==> src/rtl/tern_pkg.sv <==
package tern_pkg;

  typedef logic [1:0] trit_t;

  localparam trit_t TC_ZERO = 2'b00;
  localparam trit_t TC_ONE  = 2'b01;
  localparam trit_t TC_TWO  = 2'b10;
  localparam trit_t TB_NEG  = 2'b11;

  // Code that has no meaning in the selected digit set.
  function automatic logic trit_bad(input trit_t t, input logic bal);
    return bal ? (t == 2'b10) : (t == 2'b11);
  endfunction

endpackage

==> src/rtl/tern_fill_sel.sv <==
module tern_fill_sel
  import tern_pkg::*;
(
  input  trit_t top,
  input  logic  bal,
  output trit_t fill
);
  // Balanced words carry sign in the top nonzero trit: fill zero.
  // Conventional words extend a negative sign digit (2).
  always_comb begin
    if (bal)                fill = TC_ZERO;
    else if (top == TC_TWO) fill = TC_TWO;
    else                    fill = TC_ZERO;
  end
endmodule

==> src/rtl/tern_legal_scan.sv <==
module tern_legal_scan
  import tern_pkg::*;
#(
  parameter int NTRITS = 8
) (
  input  logic [2*NTRITS-1:0] vec,
  input  logic                bal,
  output logic                bad
);
  logic [NTRITS-1:0] bad_bits;

  for (genvar i = 0; i < NTRITS; i++) begin : g_trit
    assign bad_bits[i] = trit_bad(vec[2*i+1:2*i], bal);
  end

  assign bad = |bad_bits;
endmodule

==> src/rtl/tern_ovf_ctl.sv <==
module tern_ovf_ctl
  import tern_pkg::*;
(
  input  logic  clk,
  input  logic  rst,
  input  logic  ld_clr,
  input  logic  flag_clr,
  input  logic  save_en,
  input  logic  bal,
  input  trit_t top,
  input  trit_t second,
  output trit_t ovf_trit,
  output logic  ovf_flag
);
  trit_t caught;
  logic  sign_only;

  // Conventional pairs whose top trit is pure sign extension.
  always_comb begin
    sign_only = ((top == TC_ZERO) && ((second == TC_ZERO) || (second == TC_ONE))) ||
                ((top == TC_TWO) && (second == TC_TWO));
    if (bal)            caught = top;
    else if (sign_only) caught = TC_ZERO;
    else                caught = top;
  end

  always_ff @(posedge clk) begin
    if (rst || ld_clr) begin
      ovf_trit <= TC_ZERO;
      ovf_flag <= 1'b0;
    end else if (save_en) begin
      ovf_trit <= caught;
      ovf_flag <= (caught != TC_ZERO);
    end else if (flag_clr) begin
      ovf_flag <= 1'b0;
    end
  end

  p_bal_save_r9: assert property (@(posedge clk) disable iff (rst)
    (save_en && bal) |=> (ovf_trit == $past(top)));

  p_conv_drop_r8: assert property (@(posedge clk) disable iff (rst)
    (save_en && !bal && top == TC_TWO && second == TC_TWO) |=> (ovf_trit == TC_ZERO));

  p_no_overflow_r10: assert property (@(posedge clk) disable iff (rst)
    ovf_flag |-> (ovf_trit != TC_ZERO));

  p_flag_clr_r10: assert property (@(posedge clk) disable iff (rst)
    (flag_clr && !save_en) |=> !ovf_flag);
endmodule

==> src/rtl/tern_shift_unit.sv <==
module tern_shift_unit
  import tern_pkg::*;
#(
  parameter int NTRITS = 8
) (
  input  logic                clk,
  input  logic                rst,
  input  logic                load_en,
  input  logic [2*NTRITS-1:0] load_data,
  input  logic                shift_en,
  input  logic                shift_left,
  input  logic                mode_bal,
  output logic [2*NTRITS-1:0] q,
  output logic [1:0]          ovf_trit,
  output logic                ovf_flag,
  output logic                err_flag
);
  localparam int W = 2 * NTRITS;

  logic         do_shift;
  logic [W-1:0] q_next;
  trit_t        fill;
  logic         bad_next;

  assign do_shift = shift_en & ~load_en;

  tern_fill_sel u_fill (
    .top  (q[W-1:W-2]),
    .bal  (mode_bal),
    .fill (fill)
  );

  always_comb begin
    if (load_en)         q_next = load_data;
    else if (!shift_en)  q_next = q;
    else if (shift_left) q_next = {q[W-3:0], TC_ZERO};
    else                 q_next = {fill, q[W-1:2]};
  end

  tern_legal_scan #(.NTRITS(NTRITS)) u_scan (
    .vec (q_next),
    .bal (mode_bal),
    .bad (bad_next)
  );

  always_ff @(posedge clk) begin
    if (rst) begin
      q        <= '0;
      err_flag <= 1'b0;
    end else begin
      q        <= q_next;
      err_flag <= bad_next;
    end
  end

  tern_ovf_ctl u_ovf (
    .clk      (clk),
    .rst      (rst),
    .ld_clr   (load_en),
    .flag_clr (do_shift & ~shift_left),
    .save_en  (do_shift & shift_left),
    .bal      (mode_bal),
    .top      (q[W-1:W-2]),
    .second   (q[W-3:W-4]),
    .ovf_trit (ovf_trit),
    .ovf_flag (ovf_flag)
  );

  p_load_wins_r2: assert property (@(posedge clk) disable iff (rst)
    load_en |=> (q == $past(load_data)));

  p_hold_r3: assert property (@(posedge clk) disable iff (rst)
    (!load_en && !shift_en) |=> (q == $past(q)));

  p_rsh_move_r4: assert property (@(posedge clk) disable iff (rst)
    (do_shift && !shift_left) |=> (q[W-3:0] == $past(q[W-1:2])));

  p_conv_fill_r5: assert property (@(posedge clk) disable iff (rst)
    (do_shift && !shift_left && !mode_bal && q[W-1:W-2] == TC_TWO) |=> (q[W-1:W-2] == TC_TWO));

  p_bal_fill_r6: assert property (@(posedge clk) disable iff (rst)
    (do_shift && !shift_left && mode_bal) |=> (q[W-1:W-2] == TC_ZERO));

  p_lsh_zero_r7: assert property (@(posedge clk) disable iff (rst)
    (do_shift && shift_left) |=> (q[1:0] == TC_ZERO && q[W-1:2] == $past(q[W-3:0])));
endmodule

==> config.mk <==
export PLATFORM = sky130hd
export DESIGN_NAME = tern_shift_unit
export DESIGN_NICKNAME = d
export VERILOG_FILES = /design/src/rtl/tern_pkg.sv /design/src/rtl/tern_fill_sel.sv /design/src/rtl/tern_legal_scan.sv /design/src/rtl/tern_ovf_ctl.sv /design/src/rtl/tern_shift_unit.sv
export SDC_FILE = /design/constraint.sdc
export NUM_CORES = 1
export LEC_CHECK = 0
export CAP_MARGIN = 20
export CELL_PAD_IN_SITES_DETAIL_PLACEMENT = 0
export CELL_PAD_IN_SITES_GLOBAL_PLACEMENT = 1
export CORE_MARGIN = 8
export CORE_UTILIZATION = 33
export CTS_CLUSTER_SIZE = 24
export DETAILED_ROUTE_END_ITERATION = 6
export HOLD_SLACK_MARGIN = 0.08
export PLACE_DENSITY_LB_ADDON = 0.1
export SLEW_MARGIN = 20
export SYNTH_ARGS = -nofsm -noshare
export SYNTH_HDL_FRONTEND = slang
export SYNTH_SLANG_ARGS = --single-unit
export TNS_END_PERCENT = 20
==> constraint.sdc <==
create_clock -name clk -period 2.6 [get_ports clk]
set_clock_uncertainty 0.15 [all_clocks]
set_input_delay 0.26 -clock clk [delete_from_list [all_inputs] [get_ports clk]]
set_output_delay 0.26 -clock clk [all_outputs]
set_load 0.01 [all_outputs]
Word-level counts from Yosys, hierarchy flattened

Cells that the tools add are included.

Equality and inequality tests: 19
Muxes and demuxes: 17
Bitwise operators: 5
Reductions and logical operators: 10

Operators with widths:

| kind                                                                   | number |
|---|---|
| 16-bit two-way mux                                                     | 3 |
| 2-bit equality test (second input constant)                            | 18 |
| 1-bit two-way mux                                                      | 10 |
| 2-bit two-way mux                                                      | 4 |
| 8-bit OR reduction                                                     | 1 |
| 2-bit zero test                                                        | 2 |
| 2-bit nonzero test                                                     | 2 |
| 1-bit bitwise AND                                                      | 3 |
| 1-bit logical OR                                                       | 3 |
| 2-bit by 1-bit equality test with 1-bit output (second input constant) | 1 |
| 1-bit logical AND                                                      | 2 |
| 1-bit NOT                                                              | 2 |

Register bits after elaboration: 20
Input port bits: 22
Output and inout bits: 20
Logic and storage cells: 55

Logic depth before layout (Yosys ltp)

Depth after elaboration: 9
Depth in mapped cells: 9
Gate-level depth less buffers: 6

Cells and area by module

A second synthesis with hierarchy kept.

Cells, all modules: 168
Area, all modules: 1487.7 sq um

Modules (own cells, without submodules):

| module          | instances | cells each | area each (sq um) | seq. area each (sq um) |
|---|---|---|---|---|
| tern_shift_unit | 1         | 133        | 1233.7            | 340.3 |
| tern_ovf_ctl    | 1         | 12         | 123.9             | 60.1 |
| tern_legal_scan | 1         | 20         | 106.4             | 0.0 |
| tern_fill_sel   | 1         | 3          | 23.8              | 0.0 |

Worst setup path after synthesis

Ideal clock, no wire load.

Kind: flip-flop to flip-flop
Start: register q[11]
End: register err_flag
Setup time: 0.133 ns
Arrival: 1.687 ns
Data required time: 2.317 ns
Setup slack: 0.630 ns
Stages on the path, launching flop included: 7
Buffers on the path: 0
Clock period less this slack: 1.970 ns
Cell sequence: dfxtp_1 mux2_1 a222oi_1 nor2b_1 or3_4 o211ai_2 a31oi_1

Longest elaborated chain between the ends: 6
Elaborated cells on any way between the ends: 13
Those cells by class: 6 x eq/ne; 6 x mux; 1 x reduce/logical

Ends and longest elaborated chain:

| what                   | RTL line              | source |
|---|---|---|
| from (decl)            | tern_shift_unit.sv:13 | `output logic [2*NTRITS-1:0] q,` |
| from (signal assigned) | tern_shift_unit.sv:51 | `q <= q_next;` |
| 16-bit two-way mux     | tern_shift_unit.sv:36 | `else if (shift_left) q_next = {q[W-3:0], TC_ZERO};` |
| 16-bit two-way mux (*) | tern_shift_unit.sv:35 | `else if (!shift_en) q_next = q;` |
| 16-bit two-way mux (*) | tern_shift_unit.sv:34 | `if (load_en) q_next = load_data;` |
| 2-bit equality test    | tern_pkg.sv:12        | `return bal ? (t == 2'b10) : (t == 2'b11);` |
| 1-bit two-way mux      | tern_pkg.sv:12        |  |
| 8-bit OR reduction (*) | tern_legal_scan.sv:16 | `assign bad = \|bad_bits;` |
| to (signal assigned)   | tern_shift_unit.sv:52 | `err_flag <= bad_next;` |
| to (decl)              | tern_shift_unit.sv:16 | `output logic err_flag` |

Every way passes the cells marked *; elsewhere a longest branch is shown, timed or not.
A chain may end at the register's enable or synchronous reset.

Worst setup path after layout

Start: input shift_left
End: register err_flag

Longest elaborated chain between the ends: 6
Elaborated cells on any way between the ends: 28
Those cells by class: 16 x eq/ne; 11 x mux; 1 x reduce/logical

Ends and longest elaborated chain:

| what                   | RTL line              | source |
|---|---|---|
| from (decl)            | tern_shift_unit.sv:11 | `input logic shift_left,` |
| 16-bit two-way mux (*) | tern_shift_unit.sv:36 |  |
| 16-bit two-way mux (*) | tern_shift_unit.sv:35 |  |
| 16-bit two-way mux (*) | tern_shift_unit.sv:34 |  |
| 2-bit equality test    | tern_pkg.sv:12        |  |
| 1-bit two-way mux      | tern_pkg.sv:12        |  |
| 8-bit OR reduction (*) | tern_legal_scan.sv:16 |  |

Marked as above.

==> impl_metrics.sql <==
INSERT INTO impl_metrics (metric_group, metric, value, unit) VALUES
('layout', 'multiInputGateArea', '830', 'um^2'),
('layout', 'final_core_utilization', '48.3', '%'),
('power_and_ir_drop', 'p_total', '807', 'uW'),
('layout', 'antenna_cells', '0', ''),
('synthesis', 'postSynth.asyncResetShare', '0', '%'),
('global_route', 'grt_first_pass_wirelength', '7.49', 'mm'),
('power_and_ir_drop', 'power_density', '427', 'nW/um^2'),
('clock_network', 'path_clk_slew', '0.08', 'ns'),
('sta', 'grt_setup_unrepaired', 'false', ''),
('setup_path', 'required_time_at_the_endpoint_of_the_critical_path', '2.56', 'ns'),
('outcome', 'status', 'complete, no violations', ''),
('synthesis', 'synth_top_family_by_area', 'compound AO/OA/AOI/OAI gates', ''),
('synthesis', 'synth-seq-area-share', '30.7', '%'),
('worst_hold_path', 'worst_hold_path_type', 'reg -> reg', ''),
('sta', 'final_hold_viol_count', '0', ''),
('setup_path', 'timing.critical_path.cells', 'clkdlybuf4s50_1 -> buf_4 -> mux2_1 -> a222oi_1 -> a2bb2oi_1 -> nand3_1 -> o211ai_2 -> a31oi_1', ''),
('synthesis', 'synth_edf_count', '0', ''),
('global_route', 'grt_pass1_vias', '1439', ''),
('synthesis', 'syn-mean-instance-area', '8.26', 'um^2'),
('layout', 'final_cells', '257', ''),
('clock_network', 'cts_root_buf', 'sky130_fd_sc_hd__clkbuf_8', ''),
('setup_path', 'regToRegSetupSlack', '0.42', 'ns'),
('layout', 'stdcell_area', '1890', 'um^2'),
('synthesis', 'postSynthNetCount', '180', ''),
('synthesis', 'synth_seq_cells', '20', ''),
('flow_run', 'max-cap-violations', '0', ''),
('global_route', 'maximum_number_of_pins_on_one_net_before_global_route_repair', '37', ''),
('synthesis', 'yosys.cell_types.count', '47', ''),
('setup_path', 'startpoint_type', 'primary input', ''),
('sta', 'whs', '0.316', 'ns'),
('synthesis', 'synthMuxAreaShare', '12.6', '%'),
('route', 'met2_length', '2.25', 'mm'),
('route', 'drt-met1-wl', '1.97', 'mm'),
('floorplanning', 'initial_utilization', '33.3', '%'),
('sta', 'setup_viol_count_final', '0', ''),
('setup_path', 'timing.critical_path.buf_inv', '2', ''),
('global_route', 'grt-ovfl-total', '0', ''),
('floorplanning', 'fp.dieH', '78.9', 'um'),
('route', 'drt_drc_violations_left', '0', ''),
('setup_path', 'critPathMaxFanout', '8', ''),
('synthesis', 'compound_gate_fraction_of_synth_area', '26.1', '%'),
('worst_hold_path', 'capture_endpoint_of_the_worst_hold_path', 'u_ovf.ovf_flag', ''),
('synthesis', 'netlist_area', '1310', 'um^2'),
('placed_design', 'placed_cells_incl_taps', '254', ''),
('layout', 'filler_cell_count', '403', ''),
('layout', 'post_layout_net_count', '231', ''),
('setup_path', 'timing.rr.start', 'q[7]', ''),
('floorplanning', 'floorplan.die_area', '6220', 'um^2'),
('setup_path', 'critical_path_arrival', '2.42', 'ns'),
('route', 'routed-via-count', '1439', ''),
('placed_design', 'dp_hpwl', '3.54', 'mm'),
('setup_path', 'cp-end-kind', 'flop', ''),
('power_and_ir_drop', 'ir_drop', '0.224', 'mV'),
('sta', 'relSlewSlack', '46.9', '%'),
('sta', 'maxClockFrequency', '407', 'MHz'),
('synthesis', 'synth_adder_area_share', '0', '%'),
('clock_network', 'postCtsResizedCells', '0', ''),
('global_route', 'initial_antenna_violation_count', '0', ''),
('route', 'aggregate_routed_wire_length', '4.62', 'mm'),
('placed_design', 'detailed_place.area', '1850', 'um^2'),
('clock_network', 'ctsHtreeMaxLevel', '1', ''),
('synthesis', 'simple_logic_cell_fraction_of_the_synthesized_area', '24.9', '%'),
('sta', 'tns', '0', 'ns'),
('setup_path', 'worst-r2r-cell-count', '7', ''),
('route', 'dr.pass1.iters', '4', ''),
('clock_network', 'tritoncts', 'done', ''),
('worst_hold_path', 'hold_path.startpoint', 'u_ovf.ovf_flag', ''),
('synthesis', 'synthXorXnorAreaFrac', '0', '%'),
('route', 'drt-wirelength-per-cell', '18.0', 'um'),
('floorplanning', 'floorplan.die.width', '78.9', 'um'),
('setup_path', 'cpPeakStageDelay', '0.56', 'ns');
-- cell usage in the layout, fill, tap and decap left out, types with 7 or more instances in the layout --
cell and n:
sky130_fd_sc_hd__clkdlybuf4s50_1 41, sky130_fd_sc_hd__a21oi_1 7, sky130_fd_sc_hd__nand2_1 10, sky130_fd_sc_hd__mux2_1 7, sky130_fd_sc_hd__dfxtp_1 20, sky130_fd_sc_hd__mux2i_1 7
sky130_fd_sc_hd__buf_4 15, sky130_fd_sc_hd__nor2b_1 8, sky130_fd_sc_hd__nor2_1 23
-- metal layers --
layer  global-route usage [%]  up-vias
met4                     5.00        0
met3                     3.05        7
li1                         -      691
met2                     25.1       63
met5                        0        -
met1                     18.8      678
-- registers in the layout (all words and copies together), names as in the netlist --
register / flops
q: 16
u_ovf.ovf_trit: 2
err_flag: 1
u_ovf.ovf_flag: 1
-- kinds of logic after synthesis --
logic type,count (synthesis)
buffers and inverters,15
AO/OA/AOI/OAI,44
flip-flops,20
multiplexers,15
AND/OR/NAND/NOR,64
-- worst max-delay path by stage --
stage,startpoint,endpoint,slack [ns],cells past startpoint
final,shift_left,err_flag,0.14,8
after global routing,shift_left,err_flag,0.03,8
after CTS,shift_left,err_flag,0.13,8
after detailed placement,shift_left,err_flag,-0.11,8
after global placement,shift_left,err_flag,0.03,7
after floorplan,q[11],err_flag,0.63,6
-- power by group --
group          switching [mW]  total, mW  internal, mW
clock                   0.106      0.209         0.103
sequential             0.0260      0.350         0.324
combinational           0.112      0.248         0.135
-- tightest hold or removal path: stages, from the launching register on --
cell	delay (ns)
sky130_fd_sc_hd__dfxtp_1	0.32
sky130_fd_sc_hd__nand2_1	0.05
sky130_fd_sc_hd__a211oi_1	0.05
-- synth_stat cells, types with 3 or more instances --
cell type                   n  area (um^2)
sky130_fd_sc_hd__nand2b_1   6         37.5
sky130_fd_sc_hd__a21oi_1    7         35.0
sky130_fd_sc_hd__nor3b_1    3         22.5
sky130_fd_sc_hd__and2_1     4         25.0
sky130_fd_sc_hd__o22ai_1    3         18.8
sky130_fd_sc_hd__nor2_1    23         86.3
sky130_fd_sc_hd__nand3_1    3         15.0
sky130_fd_sc_hd__mux2i_1    7         70.1
sky130_fd_sc_hd__mux2_1     7         78.8
sky130_fd_sc_hd__nand2_1   10         37.5
sky130_fd_sc_hd__a211oi_1   6         45.0
sky130_fd_sc_hd__buf_2      6         30.0
sky130_fd_sc_hd__dfxtp_1   20          400
sky130_fd_sc_hd__nor2b_1    8         50.1
-- area by class of cell --
class | count | share of cell area, %
inverter | 4 | 0.794
tap | 50 | 3.31
multi-input combinational | 123 | 43.8
timing repair buffer | 57 | 28.7
clock buffer | 3 | 2.18
sequential | 20 | 21.2
-- timing repair --
item / in CTS / in global routing
buffers inserted: 0 / 0
setup endpoints to repair: 0 / 1
hold buffers: 0 / 0
Power figures use the tool's default switching activity.
